===== src/rtl/irqcap_pkg.sv =====
package irqcap_pkg;

   localparam int unsigned DFLT_LINES       = 8;
   localparam int unsigned DFLT_CASCADE_BIT = 2;
   localparam int unsigned DFLT_IDX_W       = 2;
   localparam int unsigned NUM_CTRL         = 2;

   typedef enum logic {
      CTRL_PRI = 1'b0,
      CTRL_SEC = 1'b1
   } ctrl_sel_e;

endpackage


===== src/rtl/irqcap_trig_cfg.sv =====
module irqcap_trig_cfg #(
   parameter int unsigned W     = 8,
   parameter int unsigned IDX_W = 2,
   parameter int unsigned NREGS = 2
) (
   input  logic               clk,
   input  logic               rst_n,
   input  logic               we_i,
   input  logic [IDX_W-1:0]   idx_i,
   input  logic [W-1:0]       wdata_i,
   output logic [W-1:0]       rdata_o,
   output logic [NREGS*W-1:0] trig_o
);

   localparam int unsigned SPAN = 1 << IDX_W;

   if (SPAN < NREGS) begin : g_bad_idx
      $error("irqcap_trig_cfg: index width too small for register count");
   end

   logic [W-1:0] rd_mux [SPAN];

   for (genvar r = 0; r < SPAN; r++) begin : g_slot
      if (r < NREGS) begin : g_reg
         logic [W-1:0] byte_q;
         always_ff @(posedge clk or negedge rst_n) begin
            if (!rst_n) begin
               byte_q <= '0;
            end else if (we_i && (idx_i == IDX_W'(r))) begin
               byte_q <= wdata_i;
            end
         end
         assign trig_o[r*W +: W] = byte_q;
         assign rd_mux[r]        = byte_q;
      end else begin : g_hole
         assign rd_mux[r] = '1;
      end
   end

   assign rdata_o = rd_mux[idx_i];

endmodule


===== src/rtl/irqcap_req_bank.sv =====
module irqcap_req_bank #(
   parameter int unsigned W = 8
) (
   input  logic         clk,
   input  logic         rst_n,
   input  logic [W-1:0] set_i,
   input  logic [W-1:0] clr_i,
   input  logic         ack_hit_i,
   output logic [W-1:0] req_o,
   output logic [W-1:0] req_nxt_o,
   output logic         flag_o
);

   logic [W-1:0] req_q;
   logic         flag_q;
   logic         flag_nxt;

   always_comb begin
      req_nxt_o = (req_q & ~clr_i) | set_i;
      if (|set_i) begin
         flag_nxt = 1'b1;
      end else if (ack_hit_i && (req_nxt_o == '0)) begin
         flag_nxt = 1'b0;
      end else begin
         flag_nxt = flag_q;
      end
   end

   always_ff @(posedge clk or negedge rst_n) begin
      if (!rst_n) begin
         req_q  <= '0;
         flag_q <= 1'b0;
      end else begin
         req_q  <= req_nxt_o;
         flag_q <= flag_nxt;
      end
   end

   assign req_o  = req_q;
   assign flag_o = flag_q;

endmodule


===== src/rtl/irqcap_pending.sv =====
module irqcap_pending #(
   parameter int unsigned W           = 8,
   parameter int unsigned CASCADE_BIT = 2,
   parameter bit          HAS_CASCADE = 1'b0
) (
   input  logic [W-1:0] req_i,
   input  logic [W-1:0] mask_i,
   output logic         any_o
);

   logic [W-1:0] live;

   if (HAS_CASCADE) begin : g_skip_casc
      logic [W-1:0] keep;
      for (genvar b = 0; b < W; b++) begin : g_keep
         assign keep[b] = (b != CASCADE_BIT);
      end
      assign live = req_i & ~mask_i & keep;
   end else begin : g_plain
      assign live = req_i & ~mask_i;
   end

   assign any_o = |live;

endmodule


===== src/rtl/irqcap_top.sv =====
module irqcap_top
   import irqcap_pkg::*;
#(
   parameter int unsigned L           = DFLT_LINES,
   parameter int unsigned CASCADE_BIT = DFLT_CASCADE_BIT,
   parameter int unsigned IDX_W       = DFLT_IDX_W,
   localparam int unsigned N          = NUM_CTRL * L,
   localparam int unsigned BIT_W      = (L > 1) ? $clog2(L) : 1
) (
   input  logic             clk,
   input  logic             rst_n,
   input  logic [N-1:0]     line_set_i,
   input  logic [N-1:0]     line_drop_i,
   input  logic [L-1:0]     mask_pri_i,
   input  logic [L-1:0]     mask_sec_i,
   input  logic             cfg_we_i,
   input  logic [IDX_W-1:0] cfg_idx_i,
   input  logic [L-1:0]     cfg_wdata_i,
   output logic [L-1:0]     cfg_rdata_o,
   input  logic             ack_clr_i,
   input  logic             ack_ctrl_i,
   input  logic [BIT_W-1:0] ack_bit_i,
   output logic [L-1:0]     req_pri_o,
   output logic [L-1:0]     req_sec_o,
   output logic             flag_pri_o,
   output logic             flag_sec_o,
   output logic             pending_o
);

   if (L < 2 || CASCADE_BIT >= L) begin : g_bad_cfg
      $error("irqcap_top: cascade bit must lie inside a controller of two or more lines");
   end

   logic [N-1:0] trig_flat;
   logic [L-1:0] trig_pri, trig_sec;

   irqcap_trig_cfg #(
      .W     (L),
      .IDX_W (IDX_W),
      .NREGS (NUM_CTRL)
   ) u_trig (
      .clk     (clk),
      .rst_n   (rst_n),
      .we_i    (cfg_we_i),
      .idx_i   (cfg_idx_i),
      .wdata_i (cfg_wdata_i),
      .rdata_o (cfg_rdata_o),
      .trig_o  (trig_flat)
   );

   assign trig_pri = trig_flat[L-1:0];
   assign trig_sec = trig_flat[N-1:L];

   logic         ack_pri_hit, ack_sec_hit;
   logic [L-1:0] ack_pri_vec, ack_sec_vec;

   assign ack_pri_hit = ack_clr_i && (ctrl_sel_e'(ack_ctrl_i) == CTRL_PRI);
   assign ack_sec_hit = ack_clr_i && (ctrl_sel_e'(ack_ctrl_i) == CTRL_SEC);

   for (genvar b = 0; b < L; b++) begin : g_ack
      assign ack_pri_vec[b] = ack_pri_hit && (ack_bit_i == BIT_W'(b));
      assign ack_sec_vec[b] = ack_sec_hit && (ack_bit_i == BIT_W'(b));
   end

   logic [L-1:0] sec_set, sec_lvl_drop, sec_clr, sec_nxt;

   assign sec_set      = line_set_i[N-1:L] & ~mask_sec_i;
   assign sec_lvl_drop = line_drop_i[N-1:L] & trig_sec;
   assign sec_clr      = sec_lvl_drop | ack_sec_vec;

   irqcap_req_bank #(.W(L)) u_sec (
      .clk       (clk),
      .rst_n     (rst_n),
      .set_i     (sec_set),
      .clr_i     (sec_clr),
      .ack_hit_i (ack_sec_hit),
      .req_o     (req_sec_o),
      .req_nxt_o (sec_nxt),
      .flag_o    (flag_sec_o)
   );

   logic         casc_raise, casc_drop;
   logic [L-1:0] casc_set_vec, casc_clr_vec;

   assign casc_raise = |sec_set;
   assign casc_drop  = (|sec_lvl_drop) && (sec_nxt == '0);

   for (genvar b = 0; b < L; b++) begin : g_casc
      if (b == CASCADE_BIT) begin : g_tap
         assign casc_set_vec[b] = casc_raise;
         assign casc_clr_vec[b] = casc_drop;
      end else begin : g_none
         assign casc_set_vec[b] = 1'b0;
         assign casc_clr_vec[b] = 1'b0;
      end
   end

   logic [L-1:0] pri_set, pri_clr, pri_nxt;

   assign pri_set = (line_set_i[L-1:0] & ~mask_pri_i) | casc_set_vec;
   assign pri_clr = (line_drop_i[L-1:0] & trig_pri) | ack_pri_vec | casc_clr_vec;

   irqcap_req_bank #(.W(L)) u_pri (
      .clk       (clk),
      .rst_n     (rst_n),
      .set_i     (pri_set),
      .clr_i     (pri_clr),
      .ack_hit_i (ack_pri_hit),
      .req_o     (req_pri_o),
      .req_nxt_o (pri_nxt),
      .flag_o    (flag_pri_o)
   );

   logic pend_pri, pend_sec;

   irqcap_pending #(
      .W           (L),
      .CASCADE_BIT (CASCADE_BIT),
      .HAS_CASCADE (1'b1)
   ) u_pend_pri (
      .req_i  (req_pri_o),
      .mask_i (mask_pri_i),
      .any_o  (pend_pri)
   );

   irqcap_pending #(
      .W           (L),
      .CASCADE_BIT (CASCADE_BIT),
      .HAS_CASCADE (1'b0)
   ) u_pend_sec (
      .req_i  (req_sec_o),
      .mask_i (mask_sec_i),
      .any_o  (pend_sec)
   );

   assign pending_o = pend_pri | pend_sec;

endmodule


===== config.mk =====
export PLATFORM = sky130hd
export DESIGN_NAME = irqcap_top
export DESIGN_NICKNAME = d
export VERILOG_FILES = /design/src/rtl/irqcap_pkg.sv /design/src/rtl/irqcap_trig_cfg.sv /design/src/rtl/irqcap_req_bank.sv /design/src/rtl/irqcap_pending.sv /design/src/rtl/irqcap_top.sv
export SDC_FILE = /design/constraint.sdc
export NUM_CORES = 1
export LEC_CHECK = 0
export BUFFER_PORTS_ARGS = -buffer_cell sky130_fd_sc_hd__clkbuf_2
export CAP_MARGIN = 10
export CORE_MARGIN = 2
export CORE_UTILIZATION = 28
export DETAILED_ROUTE_END_ITERATION = 10
export GPL_TIMING_DRIVEN = 1
export PLACE_DENSITY = 0.62
export SLEW_MARGIN = 10
export SYNTH_ARGS = -nofsm -noshare
export SYNTH_HDL_FRONTEND = slang
export SYNTH_SLANG_ARGS = --single-unit

===== constraint.sdc =====
create_clock -name clk -period 1.5 [get_ports clk]
set_input_delay 0.075 -clock clk [delete_from_list [all_inputs] [get_ports clk]]
set_output_delay 0.075 -clock clk [all_outputs]
set_load 0.005 [all_outputs]

After elaboration in Yosys (flattened, before gate mapping)
Cells that the tools add are included.
- flip-flop bits (word level): 34
- output and inout bits: 27
- magnitude comparators: 1
- equal/unequal tests: 8
- multiplexer cells: 7
- bitwise logic cells: 21
- reduce and logical (&&, ||, !) cells: 34
- operators with widths (kind ; count):
    bitwise AND 8 bit ; 8
    inverter 8 bit ; 4
    OR 8 bit ; 4
    OR reduction 8 bit ; 4
    logical AND 1 bit ; 23
    binary-select mux 8 bit (select 2 bit) ; 1
    zero test 8 bit ; 2
    two-way mux 8 bit ; 2
    OR 8 x 3 -> 8 bit ; 2
    == test 3 bit, second input constant ; 4
    OR reduction 7 bit ; 1
    == test 3 x 2 -> 1 bit, second input constant ; 2
    two-way mux 1 bit ; 4
    nonzero test 2 bit ; 2
    == test 3 x 1 -> 1 bit, second input constant ; 1
    greater-or-equal comparator 3 bit, second input constant ; 1
    zero test 3 bit ; 1
    inverter 2 -> 3 bit ; 1
    == test 2 x 1 -> 1 bit, second input constant ; 1
    zero test 2 bit ; 1
    inverter 1 bit ; 1
    OR 1 bit ; 1

Longest topological paths before layout
Gate-level depths: netlist of the first run.
- depth in word-level cells: 16
- mapped depth: 7
- mapped depth without buffers: 6

Hierarchy
Synthesis of the first run repeated with hierarchy kept, for this count alone.
- cell total of the unflattened synthesis: 205
- area total of the unflattened synthesis: 2035.7 µm²
- modules (own cells, without submodules) (module ; times used ; cells an instance ; area an instance (µm²) ; seq. area each (µm²)):
    irqcap_trig_cfg ; 1 ; 53 ; 754.5 ; 400.4
    irqcap_req_bank ; 2 ; 31 ; 375.4 ; 225.2
    irqcap_top ; 1 ; 67 ; 412.9 ; 0.0
    irqcap_pending (u_pend_sec) ; 1 ; 13 ; 62.6 ; 0.0
    irqcap_pending (u_pend_pri) ; 1 ; 10 ; 55.1 ; 0.0

Worst setup path before layout of the first run
No wires, ideal clock.
- kind: register -> register
- from: register u_sec.req_q[0] (netlist: u_sec.req_o[0])
- to: register u_pri.flag_q (netlist: u_pri.flag_o)
- library setup time: 0.124 ns
- arrival time: 1.554 ns
- slack: -0.178 ns
- stages on the path, launching flop included: 7
- period minus slack after synthesis: 1.678 ns
- path through: dfrtp_1 a21boi_1 mux2_2 o32ai_1 and4_1 a311oi_1 a211o_1
- word-level cells in the longest chain between the ends: 11
- ends and longest elaborated chain (element ; line ; text):
    start, declared ; irqcap_req_bank.sv:14 ; logic [W-1:0] req_q;
    start signal, assigned ; irqcap_req_bank.sv:34 ; req_q <= req_nxt_o;
    bitwise AND 8 bit ; irqcap_req_bank.sv:19 ; req_nxt_o = (req_q & ~clr_i) | set_i;
    OR 8 bit ; irqcap_req_bank.sv:19 ;
    zero test 8 bit ; irqcap_top.sv:86 ; assign casc_drop = (|sec_lvl_drop) && (sec_nxt == '0);
    logical AND 1 bit ; irqcap_top.sv:86 ;
    OR 8 x 3 -> 8 bit ; irqcap_top.sv:101 ; assign pri_clr = (line_drop_i[L-1:0] & trig_pri) | ack_pri_vec | casc_clr_vec;
    inverter 8 bit ; irqcap_req_bank.sv:19 ;
    bitwise AND 8 bit ; irqcap_req_bank.sv:19 ;
    OR 8 bit ; irqcap_req_bank.sv:19 ;
    zero test 8 bit ; irqcap_req_bank.sv:22 ; end else if (ack_hit_i && (req_nxt_o == '0)) begin
    logical AND 1 bit ; irqcap_req_bank.sv:22 ;
    nonzero test 2 bit (no source line) ; -- ;
    end signal, assigned ; irqcap_req_bank.sv:35 ; flag_q <= flag_nxt;
    end, declared ; irqcap_req_bank.sv:15 ; logic flag_q;
Every way passes these cells.
A chain may end at the register's enable or synchronous reset.

Worst setup path in the final report of the first run
- from: register u_sec.req_q[1] (netlist: u_sec.req_o[1])
- to: register u_pri.flag_q (netlist: u_pri.flag_o)
The elaborated chain is that of the path after synthesis.

==> results of run 1 <==
## how the worst max path moves through the flow
stage,from,endpoint,slack [ns],cells past startpoint
4_1_cts,u_sec.req_o[0]$_DFF_PN0_,u_pri.flag_o$_DFFE_PN0P_,-0.20,6
3_5_place_dp,u_sec.req_o[0]$_DFF_PN0_,u_pri.flag_o$_DFFE_PN0P_,-0.24,6
3_3_place_gp,u_sec.req_o[0]$_DFF_PN0_,u_pri.flag_o$_DFFE_PN0P_,-0.14,6
2_1_floorplan,u_sec.req_o[0]$_DFF_PN0_,u_pri.flag_o$_DFFE_PN0P_,-0.14,6
6_report,u_sec.req_o[1]$_DFF_PN0_,u_pri.flag_o$_DFFE_PN0P_,-0.22,6
5_1_grt,u_sec.req_o[1]$_DFF_PN0_,u_pri.flag_o$_DFFE_PN0P_,-0.27,6
## critical path: cells and delay by family (launching register included)
family,cells,cell delay (ns)
AO/OA/AOI/OAI,4,0.69
flip-flops,1,0.39
multiplexers,1,0.27
AND/OR/NAND/NOR,1,0.26
## through the flow
step,hold slack [ns],setup slack (ns)
floorplan,-0.221,-0.142
CTS,0.00990,-0.197
finish,0.0198,-0.217
global placement,0.145,-0.144
global route,0.0360,-0.270
detailed placement,0.141,-0.240
## flip-flops by register name, summed over array words and instances, names as in the netlist
name and count:
u_sec.req_o 8, u_trig.g_slot.g_reg.byte_q 16, u_pri.req_o 8, u_sec.flag_o 1, u_pri.flag_o 1
## per-layer routing
metal  vias up  GRT usage  wire (um)
met2        82      0.289       3230
met5         -          0          0
li1       1019          -          -
met1       983      0.233       2890
met3         8     0.0370        451
met4         0     0.0517         95
## cells by family after synthesis
group / count (synthesis)
compound gates: 56
buf+inv: 21
flops: 34
mux: 18
simple gates: 78
## cell type report
type | instances | area [um^2]
Clock buffer | 7 | 76.3
Fill cell | 682 | 3840
Inverter | 17 | 63.8
Multi-Input combinational cell | 152 | 1070
Sequential cell | 34 | 851
Tap cell | 80 | 100
Timing Repair Buffer | 132 | 763
## power by group through the flow
stage	sequential (uW)	combinational [uW]	clock [uW]
after floorplan	1200	435	0
after global placement	1200	968	0
after detailed placement	1210	981	0
after CTS	1190	1020	654
after global routing	1220	1140	693
final	1200	1040	641
## synthesized netlist by cell type (all sizes together)
library cell,number
a211o,9
a21boi,5
a21o,1
a21oi,7
a221oi,1
a222oi,1
a22oi,2
a311oi,1
a41oi,1
and3,1
and4,2
buf,1
clkbuf,3
dfrtp,34
inv,17
mux2,18
nand2,32
nand2b,13
nand3,4
nand3b,3
nand4,5
nor2,3
nor2b,9
nor3b,1
nor4,2
o211ai,7
o21ai,14
o22ai,5
o32ai,2
or2,2
or3b,1
## timing repair
item,4_1_cts,5_1_grt
setup buffers,1,1
endpoints found under the setup margin,4,4
gates resized for setup,4,4
pin swaps,3,3
hold buffers,1,0
endpoints found under the hold margin,34,0
==> summary.txt, run 1 <==
Logic synthesis
  • Largest family of logic cells by synthesized area: simple AND/OR/NAND/NOR gates
  • Flip-flop and latch count after synthesis: 34
  • Sequential fraction of the synthesis area: 0.438
  • Leading area contributor after synthesis: dfrtp_1
  • Xor and xnor fraction of the mapped netlist area: 0
  • Syn avg cell area: 9.39 um^2
  • Post-synthesis cell type count: 36
  • Cells after Synth: between 200 and 250
  • Adder-cell area share of the yosys netlist: 0
  • Mapped Area: 1940 um^2
  • Top cells by area, synth: dfrtp_1, mux2_2, nand2_1
  • Number of synthesis warnings: 0
  • Post-synthesis compound-gate area fraction: 0.199
  • Post-synthesis mux area share: 0.104
  • Synth Area in Simple Gates: 0.218
  • Syn nets: 273
  • Share of Yosys cell area claimed by the top area cell type: 0.438

Power
  • Clk network pwr share: 0.223
  • Pwr dens: 986 nW/um^2
  • P_sw: 910 uW
  • Int Power: 1970 uW
  • Total power: 2880 uW
  • Maximum vdd drop: 0.000318 V
  • Logic pwr share: 0.360
  • Sw Share: 0.316
  • Reg power frac: 0.418
  • Leakage power: 0.00148 uW

Floorplan
  • Full die area: approximately 7600 um^2
  • Die H: 87.3 um
  • Row cnt: 30
  • # IOs: 93
  • Die Wd: around 87 um
  • Initial Util: 0.288
  • Core region area: around 6800 um^2

Clocking
  • Clk sinks: 34
  • Clock transition at the registers of the reported paths: around 0.07 ns
  • CTS tree: yes
  • Max clock buf depth: 2
  • H-tree depth: 2
  • CTS root buf: clkbuf_8
  • Worst-Skew Late Latency: 0.28 ns
  • CTS Buf Count: 5

Worst setup path
  • CP max stage delay: between 0.3 and 0.4 ns
  • Flop-to-flop setup slack: -0.22 ns
  • Crit path max fanout: 3
  • Worst Reg-to-Reg Cells: 6
  • CP max-delay cell: dfrtp_1
  • Critical Path RT: 1.67 ns
  • Worst Setup Start Kind: register
  • RR Endpoint: u_pri.flag_o$_DFFE_PN0P_
  • Arrival time worst endpoint: 1.88 ns
  • Crit. End Element: register
  • Setup CP Type: reg -> reg
  • CP cell instances: a21boi_4 > mux2_4 > o32ai_2 > and4_1 > a311oi_1 > a211o_1
  • Worst r2r src: u_sec.req_o[1]$_DFF_PN0_

Finish
  • Fin cells: 422
  • Post-route cell area: 2920 um^2
  • Post-layout util: 0.432
  • Commonest non-fill, non-tap cells in the layout: clkbuf_2, buf_4, dfrtp_1, nand2_1
  • Synth-to-layout area growth: 50.2%
  • ANT cells: 0
  • Most common cell after layout, fill and taps aside: clkbuf_2
  • Post-layout net count: 408
  • Layout cell share with drive strength beyond 1: 0.485

Drt
  • # DRC: 0
  • Post-Route WL: 6670 um
  • Final antenna-violating net count: 0
  • Vias: 2092
  • Drt wl/cell: 15.8 um
  • Via density: just under 5
  • TritonRoute pass-1 iters: 5
  • DRT iter0 DRCs: 180

Global route
  • Initial antenna violation count: 0
  • Total gr overflow: 0
  • First-pass GRT wire length: between 10000 and 15000 um
  • Tot GR Track Use: 0.176
  • Vias in the first global route: 1994
  • Largest net degree at the start of global routing: 35

STA
  • Minimum clock period: about 1.7 ns
  • Final Hold Viols: 0
  • Relative max-transition margin: 0.692
  • Maximum operating frequency: 582 MHz
  • Setup violations, final: 4
  • Tcrit/Tclk final: 1.14
  • RSZ-0062 raised after global routing: yes
  • Layout Skew: 0.00871 ns
  • Slew Limit Fails: 0
  • Final WS setup: -0.217 ns
  • Least-Margin Pin Slew: around 0.46 ns
  • Total Neg Setup Slack: -0.633 ns

Job
  • Max-cap violations: 0

Worst hold path
  • Class of the worst hold path: in -> reg
  • Hold Path Sink: u_pri.req_o[7]$_DFF_PN0_
  • Hold path depth: 3
  • Hold Path Origin: line_set_i[7]

Placement
  • Gp weighted congestion: 0.894
  • Placed cell area: 2770 um^2
  • IO buf count: 92
  • DP Wirelength: about 5400 um
  • # placed instances: a little over 400

Status
  • Failing checks: negative setup slack
  • Status: finished with violations
Power figures use the tool's default switching activity.
==> run 2, diff against run 1 <==
--- a/config.mk
+++ b/config.mk
@@ -12,6 +12,7 @@
 export DETAILED_ROUTE_END_ITERATION = 10
 export GPL_TIMING_DRIVEN = 1
 export PLACE_DENSITY = 0.62
+export RECOVER_POWER = 50
 export SLEW_MARGIN = 10
 export SYNTH_ARGS = -nofsm -noshare
 export SYNTH_HDL_FRONTEND = slang
==> run 2 against run 1 <==
  * The run still ends with negative setup slack left
  * Design area down 0.51%
  * Cell count unchanged
  * Sequential share of layout area up 0.15 points
  * Sequential cell count unchanged
  * Total power down 0.38%
  * Core utilization down 0.22 points
  * Critical path depth unchanged
  * Global-route usage unchanged
  * First-iteration DRC count down 12%
==> summary.txt, run 2 (synthesis gave the netlist of run 1 again) <==
Clocking
  • CTS Buf Count: 5
  • CTS tree: yes
  • CTS root buf: clkbuf_8
  • Worst-Skew Late Latency: 0.28 ns
  • Max clock buf depth: 2
  • H-tree depth: 2
  • Clock transition at the registers of the reported paths: 0.07 ns
  • Clk sinks: 34

Power
  • Logic pwr share: 0.359
  • Maximum vdd drop: 0.000317 V
  • Sw Share: 0.315
  • P_sw: ~900 uW
  • Int Power: 1960 uW
  • Clk network pwr share: 0.222
  • Leakage power: approximately 0.0015 uW
  • Reg power frac: 0.419
  • Pwr dens: 987 nW/um^2
  • Total power: 2870 uW

Finish
  • ANT cells: 0
  • Post-layout util: 0.430
  • Number of flip-flops in the largest register: 16
  • Post-route cell area: 2910 um^2
  • Commonest non-fill, non-tap cells in the layout: clkbuf_2, buf_4, dfrtp_1, nand2_1
  • Synth-to-layout area growth: 49.4%
  • Layout cell share with drive strength beyond 1: 0.474
  • Most common cell after layout, fill and taps aside: clkbuf_2
  • Register with the most flip-flops: u_trig.g_slot.g_reg.byte_q
  • Post-layout net count: between 400 and 500

Global route
  • Total gr overflow: 0
  • Vias in the first global route: 1994
  • First-pass GRT wire length: around 10000 um
  • Largest net degree at the start of global routing: 35
  • Tot GR Track Use: 0.176
  • Initial antenna violation count: 0

STA
  • Final Hold Viols: 0
  • Final WS setup: -0.216 ns
  • Relative max-transition margin: 0.406
  • Layout Skew: 0.00917 ns
  • RSZ-0062 raised after global routing: yes
  • Slew Limit Fails: 0
  • Tcrit/Tclk final: 1.14
  • Least-Margin Pin Slew: roughly 0.9 ns
  • Min Hold Slack: 0.0228 ns
  • Maximum operating frequency: 583 MHz
  • Minimum clock period: between 1.5 and 2 ns
  • Setup violations, final: 4

Floorplan
  • Row cnt: 30
  • Core region area: 6760 um^2
  • Initial Util: 0.288
  • Die H: 87.3 um
  • Die Wd: 87.3 um
  • Full die area: 7630 um^2
  • # IOs: 93

Job
  • Max-cap violations: 0

Worst setup path
  • Cell family with most CP delay: compound AO/OA/AOI/OAI gates
  • Crit path depth: 6
  • Crit path max fanout: 3
  • Worst Setup Start Kind: register
  • Worst r2r src: u_sec.req_o[1]$_DFF_PN0_
  • RR Endpoint: u_pri.flag_o$_DFFE_PN0P_
  • Worst setup path end: u_pri.flag_o$_DFFE_PN0P_
  • CP max stage delay: 0.39 ns
  • Critical path launch point: u_sec.req_o[1]$_DFF_PN0_
  • CP cell instances: a21boi_4 > mux2_4 > o32ai_2 > and4_1 > a311oi_1 > a211o_1
  • Setup CP Type: reg -> reg
  • Worst Reg-to-Reg Cells: 6
  • Arrival time worst endpoint: 1.88 ns
  • Crit. End Element: register
  • Critical Path RT: 1.67 ns
  • CP max-delay cell: dfrtp_1
  • WP buf/inv: 0
  • Flop-to-flop setup slack: -0.22 ns

Drt
  • Post-Route WL: 6610 um
  • Via density: between 4 and 5
  • TritonRoute pass-1 iters: 4
  • Vias: 2073
  • DRT iter0 DRCs: around 160
  • Final antenna-violating net count: 0
  • Drt wl/cell: 15.7 um
  • # DRC: 0

Placement
  • Gp weighted congestion: 0.894
  • IO buf count: 92
  • Placed cell area: ~2800 um^2
  • DP Wirelength: approximately 5400 um

Status
  • Status: finished with violations
  • Failing checks: negative setup slack

Worst hold path
  • Class of the worst hold path: in -> reg
-- run 2: cell types whose count changed in the layout (fill, tap and decap cells not counted), sizes merged --
| cell | before | now |
|---|---|---|
| buf | 39 | 37 |
| clkbuf | 99 | 101 |
-- run 2: area by class of cell --
type                       count  area, um^2
fill                         685        3850
sequential                    34         851
tap                           80         100
timing repair buffer         132         756
clock buffer                   7        76.3
inverter                      17        63.8
multi-input combinational    152        1060
-- run 2: repair_timing --
| action | CTS | global route |
|---|---|---|
| endpoints found under the hold margin | 34 | 0 |
| setup endpoints to repair | 4 | 4 |
| pin swaps | 3 | 3 |
| gates resized for setup | 4 | 4 |
| hold buffers | 1 | 0 |
| setup buffers | 1 | 1 |
-- run 2: worst min-delay path by stage --
stage                                                         endpoint            from  depth (start not counted)  slack [ns]
after floorplan                               u_pri.flag_o$_DFFE_PN0P_           rst_n                          0       -0.22
after CTS                                     u_pri.req_o[1]$_DFF_PN0_   line_set_i[1]                          3        0.01
after global routing      u_trig.g_slot[0].g_reg.byte_q[0]$_DFFE_PN0P_  cfg_wdata_i[0]                          2        0.04
final                                         u_pri.req_o[1]$_DFF_PN0_   line_set_i[1]                          3        0.02
after global placement    u_trig.g_slot[0].g_reg.byte_q[2]$_DFFE_PN0P_           rst_n                          2        0.14
after detailed placement  u_trig.g_slot[0].g_reg.byte_q[0]$_DFFE_PN0P_           rst_n                          2        0.14
-- run 2: power by group through the flow --
stage / Combinational, uW / Clock (uW) / Sequential (uW)
after floorplan: 435 / 0 / 1200
final: 1030 / 638 / 1200
after global routing: 1130 / 693 / 1220
after CTS: 1020 / 654 / 1190
after global placement: 968 / 0 / 1200
after detailed placement: 981 / 0 / 1210
-- run 2: metal layers --
metal  part of all wire  vias to the layer above  global-route usage
met5                  0                        -                   0
met4              0.010                        0              0.0517
met3              0.069                        6              0.0370
met2               0.48                       82               0.289
met1               0.44                      965               0.233
li1                   -                     1020                   -
-- run 2: tightest hold or removal path: cells and delay by family --
kind          cells  cell delay [ns]
buf+inv           1             0.08
simple gates      2             0.12
-- run 2: per-stage QoR --
stage / TNS, ns / cells / setup slack [ns]
after floorplan: -0.225 / 207 / -0.142
after global routing: -0.844 / 422 / -0.270
after CTS: -0.511 / 421 / -0.197
after detailed placement: -0.533 / 412 / -0.240
after global placement: -0.260 / 412 / -0.144
final: -0.632 / 422 / -0.216
==> run 3, diff against run 2 <==
==> constraint.sdc (replaced) <==
create_clock -name clk -period 1.5 [get_ports clk]
set_input_delay 0.3 -clock clk [delete_from_list [all_inputs] [get_ports clk]]
set_output_delay 0.3 -clock clk [all_outputs]
set_load 0.005 [all_outputs]
==> run 3 against run 2 <==
  * The run still ends with negative setup slack left
  * Sequential cell count is the same
  * Combinational power grew 4%
  * Clock skew down 0.0058 ns
  * Worst setup slack worse by 0.076 ns
  * Die area unchanged
  * Design area up 4.2%
  * Register-to-register slack got worse by 0.03 ns
  * First-iteration DRC count fell by 42%
  * Non-clock buffer count is 15 higher
  * Critical endpoint is now pending_o
  * Largest power group unchanged
==> summary.txt, run 3 (synthesis gave the netlist of run 1 again) <==
Floorplan
  • Initial Util: 0.288
  • Die Wd: 87.3 um
  • Core region area: approximately 6800 um^2
  • Die H: 87.3 um
  • Row cnt: 30
  • # IOs: 93
  • Full die area: 7630 um^2

Worst setup path
  • Worst Reg-to-Reg Cells: 6
  • Critical path launch point: u_sec.req_o[1]$_DFF_PN0_
  • Critical Path RT: 1.20 ns
  • Crit path max fanout: 2
  • Worst setup path end: pending_o
  • Crit. End Element: primary output
  • Worst r2r src: u_sec.req_o[1]$_DFF_PN0_
  • Setup CP Type: reg -> out
  • Worst Setup Start Kind: register
  • RR Endpoint: u_pri.flag_o$_DFFE_PN0P_
  • Arrival time worst endpoint: 1.49 ns
  • Flop-to-flop setup slack: -0.25 ns

Drt
  • Final antenna-violating net count: 0
  • Via density: 4.80
  • Vias: 2093
  • Drt wl/cell: about 15 um
  • TritonRoute pass-1 iters: 4
  • Post-Route WL: 6650 um
  • DRT iter0 DRCs: 92
  • # DRC: 0

Clocking
  • Clock transition at the registers of the reported paths: 0.07 ns
  • CTS Buf Count: 5
  • Clk sinks: 34
  • Max clock buf depth: 2
  • H-tree depth: 2
  • CTS tree: yes
  • Worst-Skew Late Latency: 0.28 ns
  • CTS root buf: clkbuf_8

Finish
  • Post-layout net count: 423
  • Most common cell after layout, fill and taps aside: clkbuf_2
  • Post-layout util: 0.448
  • Fin cells: 436
  • Final-layout fill cell count: 689
  • Synth-to-layout area growth: 55.7%
  • ANT cells: 0
  • Register with the most flip-flops: u_trig.g_slot.g_reg.byte_q
  • Commonest non-fill, non-tap cells in the layout: clkbuf_2, buf_4, dfrtp_1, nand2_1, mux2_2
  • Number of flip-flops in the largest register: 16
  • Layout cell share with drive strength beyond 1: 0.500

Global route
  • First-pass GRT wire length: 10000 um
  • Total gr overflow: 0
  • Vias in the first global route: around 2000
  • Initial antenna violation count: 0
  • Tot GR Track Use: 0.176
  • Largest net degree at the start of global routing: 20

Worst hold path
  • Class of the worst hold path: in -> reg
  • Hold path depth: 3

STA
  • Least-Margin Pin Slew: 0.495 ns
  • RSZ-0062 raised after global routing: yes
  • Relative max-transition margin: 0.670
  • Final WS setup: -0.292 ns
  • Layout Skew: 0.00336 ns
  • Tcrit/Tclk final: 1.19
  • Slew Limit Fails: 0
  • Maximum operating frequency: 558 MHz
  • Total Neg Setup Slack: -0.998 ns
  • Minimum clock period: 1.79 ns
  • Setup violations, final: 7
  • Final Hold Viols: 0

Placement
  • Place WS: -0.324 ns
  • IO buf count: 92
  • # placed instances: about 430
  • Gp weighted congestion: roughly 0.86
  • DP Wirelength: 5520 um

Status
  • Status: finished with violations
  • Failing checks: negative setup slack

Power
  • Pwr dens: 968 nW/um^2
  • Sw Share: 0.311
  • Maximum vdd drop: 0.000351 V
  • Leakage power: 0.00153 uW
  • Int Power: 2020 uW
  • Logic pwr share: 0.364
  • Reg power frac: 0.408
  • P_sw: 911 uW
  • Clk network pwr share: 0.228

Job
  • Max-cap violations: 0
[run 3: cell types whose count changed in the layout (fill, tap and decap cells not counted), moves of 2 or more]
cell / before / now
buf_4: 37 / 44
buf_6: 0 / 4
a21boi_2: 0 / 2
a21boi_4: 2 / 0
clkbuf_1: 4 / 6
clkbuf_2: 92 / 90
clkbuf_4: 0 / 2
nor2b_1: 9 / 7
nor2b_4: 0 / 2
[run 3: worst min path at each step]
stage                              from                                      endpoint
after global routing      line_set_i[7]                      u_pri.req_o[7]$_DFF_PN0_
after detailed placement          rst_n  u_trig.g_slot[0].g_reg.byte_q[0]$_DFFE_PN0P_
after CTS                 line_set_i[1]                      u_pri.req_o[1]$_DFF_PN0_
after global placement            rst_n  u_trig.g_slot[0].g_reg.byte_q[0]$_DFFE_PN0P_
final                     line_set_i[7]                      u_pri.req_o[7]$_DFF_PN0_
after floorplan                   rst_n                      u_pri.flag_o$_DFFE_PN0P_
[run 3: critical path: stages (launching register included)]
cell      delay [ns]
dfrtp_1         0.39
buf_6           0.12
inv_2           0.04
o22ai_2         0.07
nor4_2          0.26
buf_4           0.15
nand3_2         0.05
clkbuf_2        0.12
[run 3: what timing repair did]
action | in CTS | in global routing
setup endpoints to repair | 6 | 9
resized for setup | 9 | 4
pin swaps | 3 | 0
hold buffers | 1 | 0
hold endpoints to repair | 15 | 0
setup buffers | 1 | 2
[run 3: power groups by stage]
stage                     Sequential (uW)  Clock, uW  Combinational, uW
after global routing                 1220        714               1170
after global placement               1210          0                993
after floorplan                      1200          0                436
final                                1190        668               1070
after detailed placement             1210          0               1000
after CTS                            1190        675               1050
[run 3: final cells by class]
class                      count  area (um^2)  area share
timing repair buffer         147          873       0.288
tap                           80          100      0.0331
multi-input combinational    152         1060       0.349
sequential                    34          851       0.281
clock buffer                   6         82.6      0.0273
inverter                      17         63.8      0.0211
[run 3: routing by layer]
layer  vias up  track usage  routed length, um
met3        12       0.0398                345
met1       972        0.234               3040
li1       1049            -                  -
met5         -            0                  0
met4         0       0.0685                182
met2        60        0.277               3080
[run 3: metrics by stage]
stage	hold WS [ns]	total power, uW	area [um^2]
floorplan	0.00441	1630	1950
global placement	0.274	2200	2890
global route	0.263	3100	3030
detailed placement	0.278	2210	2890
CTS	0.255	2910	3030
finish	0.261	2930	3030
